### src/rtl/scan_pkg.sv
package scan_pkg;

    parameter int unsigned ADDR_W = 20;
    parameter int unsigned DATA_W = 16;

    typedef logic [ADDR_W-1:0] vaddr_t;
    typedef logic [DATA_W-1:0] pix_t;

    typedef struct packed {
        logic vs;
        logic hs;
        logic de;
    } sync_t;

    typedef struct packed {
        logic   we;
        vaddr_t addr;
        pix_t   wdata;
    } mem_req_t;

    typedef enum logic [1:0] {
        CNT_HOLD  = 2'd0,
        CNT_STEP  = 2'd1,
        CNT_CLEAR = 2'd2
    } cnt_op_e;

    function automatic cnt_op_e decode_op(input logic fs, input logic ce);
        if (fs)
            return CNT_CLEAR;
        else if (ce)
            return CNT_STEP;
        else
            return CNT_HOLD;
    endfunction

    function automatic vaddr_t next_addr(input cnt_op_e op, input vaddr_t cur);
        case (op)
            CNT_CLEAR: return '0;
            CNT_STEP:  return cur + vaddr_t'(1);
            default:   return cur;
        endcase
    endfunction

endpackage

### src/rtl/scan_counter.sv
module scan_counter
    import scan_pkg::*;
(
    input  logic   clk,
    input  logic   rst,
    input  logic   frame_start,
    input  logic   count_en,
    output vaddr_t scan_addr
);

    cnt_op_e op;
    vaddr_t  cnt_q;

    always_comb op = decode_op(frame_start, count_en);

    always_ff @(posedge clk) begin
        if (rst)
            cnt_q <= '0;
        else
            cnt_q <= next_addr(op, cnt_q);
    end

    assign scan_addr = cnt_q;

    AST_FRAME_CLEARS: assert property (@(posedge clk) disable iff (rst)
        frame_start |=> (cnt_q == '0));

    AST_STEP_ONE: assert property (@(posedge clk) disable iff (rst)
        (!frame_start && count_en) |=> (cnt_q == $past(cnt_q) + vaddr_t'(1)));

    AST_HOLD_STILL: assert property (@(posedge clk) disable iff (rst)
        (!frame_start && !count_en) |=> $stable(cnt_q));

endmodule

### src/rtl/scan_addr_stage.sv
module scan_addr_stage
    import scan_pkg::*;
(
    input  logic     clk,
    input  logic     rst,
    input  vaddr_t   scan_addr,
    input  logic     cpu_req,
    input  mem_req_t cpu_side,
    output mem_req_t mem_side
);

    mem_req_t sel;
    mem_req_t q;

    always_comb begin
        if (cpu_req) begin
            sel = cpu_side;
        end else begin
            sel.we    = 1'b0;
            sel.addr  = scan_addr;
            sel.wdata = cpu_side.wdata;
        end
    end

    always_ff @(posedge clk) begin
        if (rst)
            q <= '0;
        else
            q <= sel;
    end

    assign mem_side = q;

    AST_SCAN_ADDR_LATE: assert property (@(posedge clk) disable iff (rst)
        !cpu_req |=> (q.addr == $past(scan_addr)) && !q.we);

    AST_CPU_OVERRIDE: assert property (@(posedge clk) disable iff (rst)
        cpu_req |=> (q.addr == $past(cpu_side.addr)) && (q.we == $past(cpu_side.we)));

endmodule

### src/rtl/scan_sync_delay.sv
module scan_sync_delay
    import scan_pkg::*;
(
    input  logic  clk,
    input  logic  rst,
    input  sync_t sync_in,
    output sync_t sync_out
);

    sync_t q;

    always_ff @(posedge clk) begin
        if (rst)
            q <= '0;
        else
            q <= sync_in;
    end

    assign sync_out = q;

    AST_SYNC_ALIGN: assert property (@(posedge clk) disable iff (rst)
        1'b1 |=> (q == $past(sync_in)));

endmodule

### src/rtl/scan_refresh_top.sv
module scan_refresh_top
    import scan_pkg::*;
(
    input  logic              clk,
    input  logic              rst,
    input  logic              frame_start,
    input  logic              count_en,
    input  logic              de_in,
    input  logic              hsync_in,
    input  logic              vsync_in,
    input  logic              cpu_req,
    input  logic              cpu_we,
    input  logic [ADDR_W-1:0] cpu_addr,
    input  logic [DATA_W-1:0] cpu_wdata,
    output logic [ADDR_W-1:0] mem_addr,
    output logic              mem_we,
    output logic [DATA_W-1:0] mem_wdata,
    input  logic [DATA_W-1:0] mem_rdata,
    output logic [DATA_W-1:0] tx_data,
    output logic              tx_de,
    output logic              tx_hsync,
    output logic              tx_vsync
);

    vaddr_t   scan_addr;
    mem_req_t cpu_side;
    mem_req_t mem_side;
    sync_t    sync_in;
    sync_t    sync_out;

    always_comb begin
        cpu_side.we    = cpu_we;
        cpu_side.addr  = cpu_addr;
        cpu_side.wdata = cpu_wdata;
        sync_in.de     = de_in;
        sync_in.hs     = hsync_in;
        sync_in.vs     = vsync_in;
    end

    scan_counter u_cnt (
        .clk         (clk),
        .rst         (rst),
        .frame_start (frame_start),
        .count_en    (count_en),
        .scan_addr   (scan_addr)
    );

    scan_addr_stage u_stage (
        .clk       (clk),
        .rst       (rst),
        .scan_addr (scan_addr),
        .cpu_req   (cpu_req),
        .cpu_side  (cpu_side),
        .mem_side  (mem_side)
    );

    scan_sync_delay u_sync (
        .clk      (clk),
        .rst      (rst),
        .sync_in  (sync_in),
        .sync_out (sync_out)
    );

    assign mem_addr  = mem_side.addr;
    assign mem_we    = mem_side.we;
    assign mem_wdata = mem_side.wdata;

    // Pixel path: memory data straight through, bus data wins on an override write
    always_comb tx_data = mem_side.we ? mem_side.wdata : mem_rdata;

    assign tx_de    = sync_out.de;
    assign tx_hsync = sync_out.hs;
    assign tx_vsync = sync_out.vs;

    AST_RESET_QUIET: assert property (@(posedge clk)
        rst |=> (mem_addr == '0) && !mem_we && !tx_de && !tx_hsync && !tx_vsync);

    AST_WRITE_DATA_LATE: assert property (@(posedge clk) disable iff (rst)
        (cpu_req && cpu_we) |=> mem_we && (tx_data == $past(cpu_wdata)));

endmodule

### config.mk
export PLATFORM = sky130hd
export DESIGN_NAME = scan_refresh_top
export DESIGN_NICKNAME = d
export VERILOG_FILES = /design/src/rtl/scan_pkg.sv /design/src/rtl/scan_counter.sv /design/src/rtl/scan_addr_stage.sv /design/src/rtl/scan_sync_delay.sv /design/src/rtl/scan_refresh_top.sv
export SDC_FILE = /design/constraint.sdc
export NUM_CORES = 1
export LEC_CHECK = 0
export BUFFER_PORTS_ARGS = -buffer_cell sky130_fd_sc_hd__buf_2
export CELL_PAD_IN_SITES_DETAIL_PLACEMENT = 0
export CELL_PAD_IN_SITES_GLOBAL_PLACEMENT = 1
export CORE_UTILIZATION = 37
export CTS_BUF_LIST = sky130_fd_sc_hd__clkbuf_4
export DETAILED_ROUTE_END_ITERATION = 16
export PLACE_DENSITY = 0.93
export SETUP_SLACK_MARGIN = 0.05
export SLEW_MARGIN = 0
export SYNTH_ARGS = -nofsm -noshare
export SYNTH_HDL_FRONTEND = slang
export SYNTH_SLANG_ARGS = --single-unit
### constraint.sdc
create_clock -name clk -period 4.35 [get_ports clk]
set_clock_uncertainty 0.05 [all_clocks]
set_input_delay 0.87 -clock clk [delete_from_list [all_inputs] [get_ports clk]]
set_output_delay 0.87 -clock clk [all_outputs]
set_load 0.02 [all_outputs]
==> metrics.md <==
| Metric | Value |
|---|---|
| Slew margin rel. | `52.9%` |
| Global-route usage over all layers | `16.3%` |
| H-tree depth | `3` |
| Synth Cell Area | `2330 sq um` |
| Worst Tran Pin Value | `0.706 ns` |
| Die width | `81.4 um` |
| Number of diodes | `0` |
| CP max stage cell | `dfxtp_1` |
| Most used routing layer | `met2` |
| Hold Vio Cnt, Final | `0` |
| DRC viols | `0` |
| Die height | `81.4 um` |
| Via/cell ratio | `4.70` |
| Final Slew Violations | `0` |
| Post-synth top area cell | `dfxtp_1` |
| Reg2Reg Launch Point | `u_cnt.scan_addr[8]` |
| I/O pin cnt | `117` |
| Seq/Total Area, Yosys | `51.5%` |
| Crit Reg-Reg Endpoint | `u_cnt.scan_addr[19]` |
| Top cell type's share of synthesized area | `51.5%` |
| Clk slew on worst S/H paths | `0.09 ns` |
| Gpl congestion | `0.805` |
| Power density over the cells | `386 nW/um^2` |
| Finish-stage setup viols | `0` |
| Hold_sp | `u_cnt.scan_addr[19]` |
| Initial antenna violation count | `0` |
| Critical path launch point type | `register` |
| Simple logic cell fraction of the synthesized area | `21.3%` |
| Kind of end point of the critical path | `primary output` |
| Finished Layout Cells | `423` |
| Met1 Use GR | `16.1%` |
| Syn nets | `292` |
| Clock sinks | `60` |
| Met3 GRT Util | `5.06%` |
| Post-CTS setup buffer count | `0` |
| GRT met2 Usage | `28.7%` |
| Largest net degree at the start of global routing | `43` |
| Mux contribution to synthesized area | `16.7%` |
| Largest family of logic cells by synthesized area | `simple AND/OR/NAND/NOR gates` |
| Clock root cell | `clkbuf_4` |
| Crit path cell chain | `mux2_2, buf_2` |
| Post-Synth XOR/XNOR Area | `4.88%` |
| Outcome | `finished, final reports clean` |
| Layout Nets | `405` |
| Max VDD drop | `216 uV` |
| Max_cap viols | `0` |
| Largest cells by area after synthesis | `dfxtp_1 52%, mux2i_1 9.0%, mux2_2 7.7%, nor2_1 5.8%, nor2b_1 5.1%` |
| Number of fillers in the final layout | `542` |
| Cts bufs inserted | `9` |
| Rows | `28` |
| Worst Path Max Fanout | `17` |
| CP arrival | `1.73 ns` |
| Via count | `1990` |
| Req. time, crit path | `3.43 ns` |
| Share of layout cells above drive strength 1 | `44.0%` |
| Post-CTS Hold Buffers | `0` |
| Setup Total Neg Slack | `0 ns` |
| CP Class | `register to primary output` |
| Syn_area_per_cell | `10.1 sq um` |
| Synth Area in Compound Gates | `2.47%` |
| RSZ-0062 raised after global routing | `no` |
| DRT iter0 DRCs | `59` |
| Vias in the first global route | `1841` |
| Tmin final | `2.65 ns` |
| Tcrit/Tclk final | `61.0%` |
| Flops & latches, synth | `60` |
| Cells after Synth | `230` |
| 1st-pass router iterations | `4` |
| CP max stage delay | `0.76 ns` |
| Reg2Reg Depth | `4` |
| Synth Area in Adders | `0.537%` |
| Detail Route Antenna Nets | `0` |
| YS warnings | `0` |
| WHS Path Cells | `2` |
| Grt total ovfl | `0` |
| Core Region | `5990 sq um` |
| Post-CTS sizing | `0` |
| WL final | `5220 um` |
| Clk buf depth | `2` |
| Distinct cells, synth | `32` |
| Largest delay contributor family on the critical path | `flip-flops` |
| Highest Clock Rate | `377 MHz` |
| R2R Setup Slk | `2.51 ns` |
| Layout area overhead | `34.4%` |
| Initial Util | `38.9%` |
| Hpwl dp | `3910 um` |
| Leak pwr | `1.48 nW` |
| WP buf/inv | `1` |
| Cells after DPL | `407` |
| Die ar. | `6620 sq um` |
| Hold worst-path end | `u_cnt.scan_addr[19]` |
| Hold Crit Class | `register to register` |
| First-pass GRT wire length | `7920 um` |
| TritonCTS clock tree | `built` |
| Worst skew pair latency | `0.40 ns` |
| Count of input and output buffers | `116` |
| Wire per inst | `12.3 um` |
[worst min-delay path: stages (launching register included)]
cell and delay [ns]:
dfxtp_1 0.34, o31ai_1 0.07, a21oi_1 0.06
[kinds of logic (layout without fill, tap and decap cells)]
group                      Yosys count  after routing
DFF                                 60             60
and+or+nand+nor                     94             94
muxes                               37             37
buffers and inverters               15            133
adders and majority gates            1              1
AOI/OAI and AO/OA                   10             10
xor gates and xnor gates            13             13
[worst max path at each step]
stage / depth (start not counted) / start / slack [ns] / to
floorplan: 3 / u_stage.mem_side[36] / 1.94 / tx_data[10]
global placement: 4 / rst / 1.88 / u_cnt.scan_addr[11]
detailed placement: 4 / rst / 1.85 / u_cnt.scan_addr[11]
CTS: 2 / u_stage.mem_side[36] / 1.65 / tx_data[7]
global route: 2 / u_stage.mem_side[36] / 1.58 / tx_data[7]
finish: 2 / u_stage.mem_side[36] / 1.70 / tx_data[7]
[power breakdown]
part           switching, mW  internal (mW)  total, mW
clock network          0.197          0.302      0.499
logic                 0.0742         0.0611      0.135
registers            0.00789          0.567      0.575
[final cells by class]
class | count | area [sq um] | area share (%)
repair buffers | 116 | 581 | 18.5
well taps | 75 | 93.8 | 3.00
inverters | 1 | 3.75 | 0.120
clock inverters | 5 | 100 | 3.20
multi-input cells | 155 | 1070 | 34.2
clock buffers | 11 | 82.6 | 2.64
flip-flops and latches | 60 | 1200 | 38.4
[sequential cells by signal (all words and copies together), names as in the netlist]
name / cells
u_stage.mem_side: 37
u_cnt.scan_addr: 20
u_sync.sync_out: 3
[layout by cell type (no fill, tap or decap), types with 4 or more instances in the layout]
cell type / synthesis / final
buf_2: 1 / 116
dfxtp_1: 60 / 60
nor2_1: 36 / 36
mux2i_1: 21 / 21
nor2b_1: 19 / 19
mux2_2: 16 / 16
clkbuf_4: 0 / 11
xor2_1: 10 / 10
nand2_1: 8 / 8
nand3_1: 7 / 7
nand4_1: 7 / 7
a21oi_1: 4 / 4
or4_1: 4 / 4
[metrics by stage]
stage / setup WS, ns / area [sq um] / hold slack [ns] / utilization [%] / power, mW
global placement: 1.88 / 2950 / 0.427 / 49.2 / 0.723
CTS: 1.65 / 3130 / 0.461 / 52.3 / 1.22
global route: 1.58 / 3130 / 0.481 / 52.3 / 1.26
floorplan: 1.94 / 2330 / 0.401 / - / 0.668
detailed placement: 1.85 / 2950 / 0.447 / 49.2 / 0.725
finish: 1.70 / 3130 / 0.461 / 52.3 / 1.21
[synth_stat cells, drive strengths merged]
library cell,n
and3b,1
or3,4
or2,1
nor4,2
o211ai,1
nand3,7
nor2,36
nand4,8
and2,1
dfxtp,60
xor2,10
and4,2
buf,5
o31ai,2
mux2,16
or4,4
nand2,8
mux2i,21
inv,1
o21ai,3
clkbuf,9
and3,1
a21oi,4
nor2b,19
ha,1
xnor2,3
[routing by layer]
layer,up-vias,wire length (um)
met1,890,2020
met4,0,116
met2,79,2580
met3,11,494
li1,1010,-
met5,-,0
Note: power is estimated with default switching activity, not from simulation.
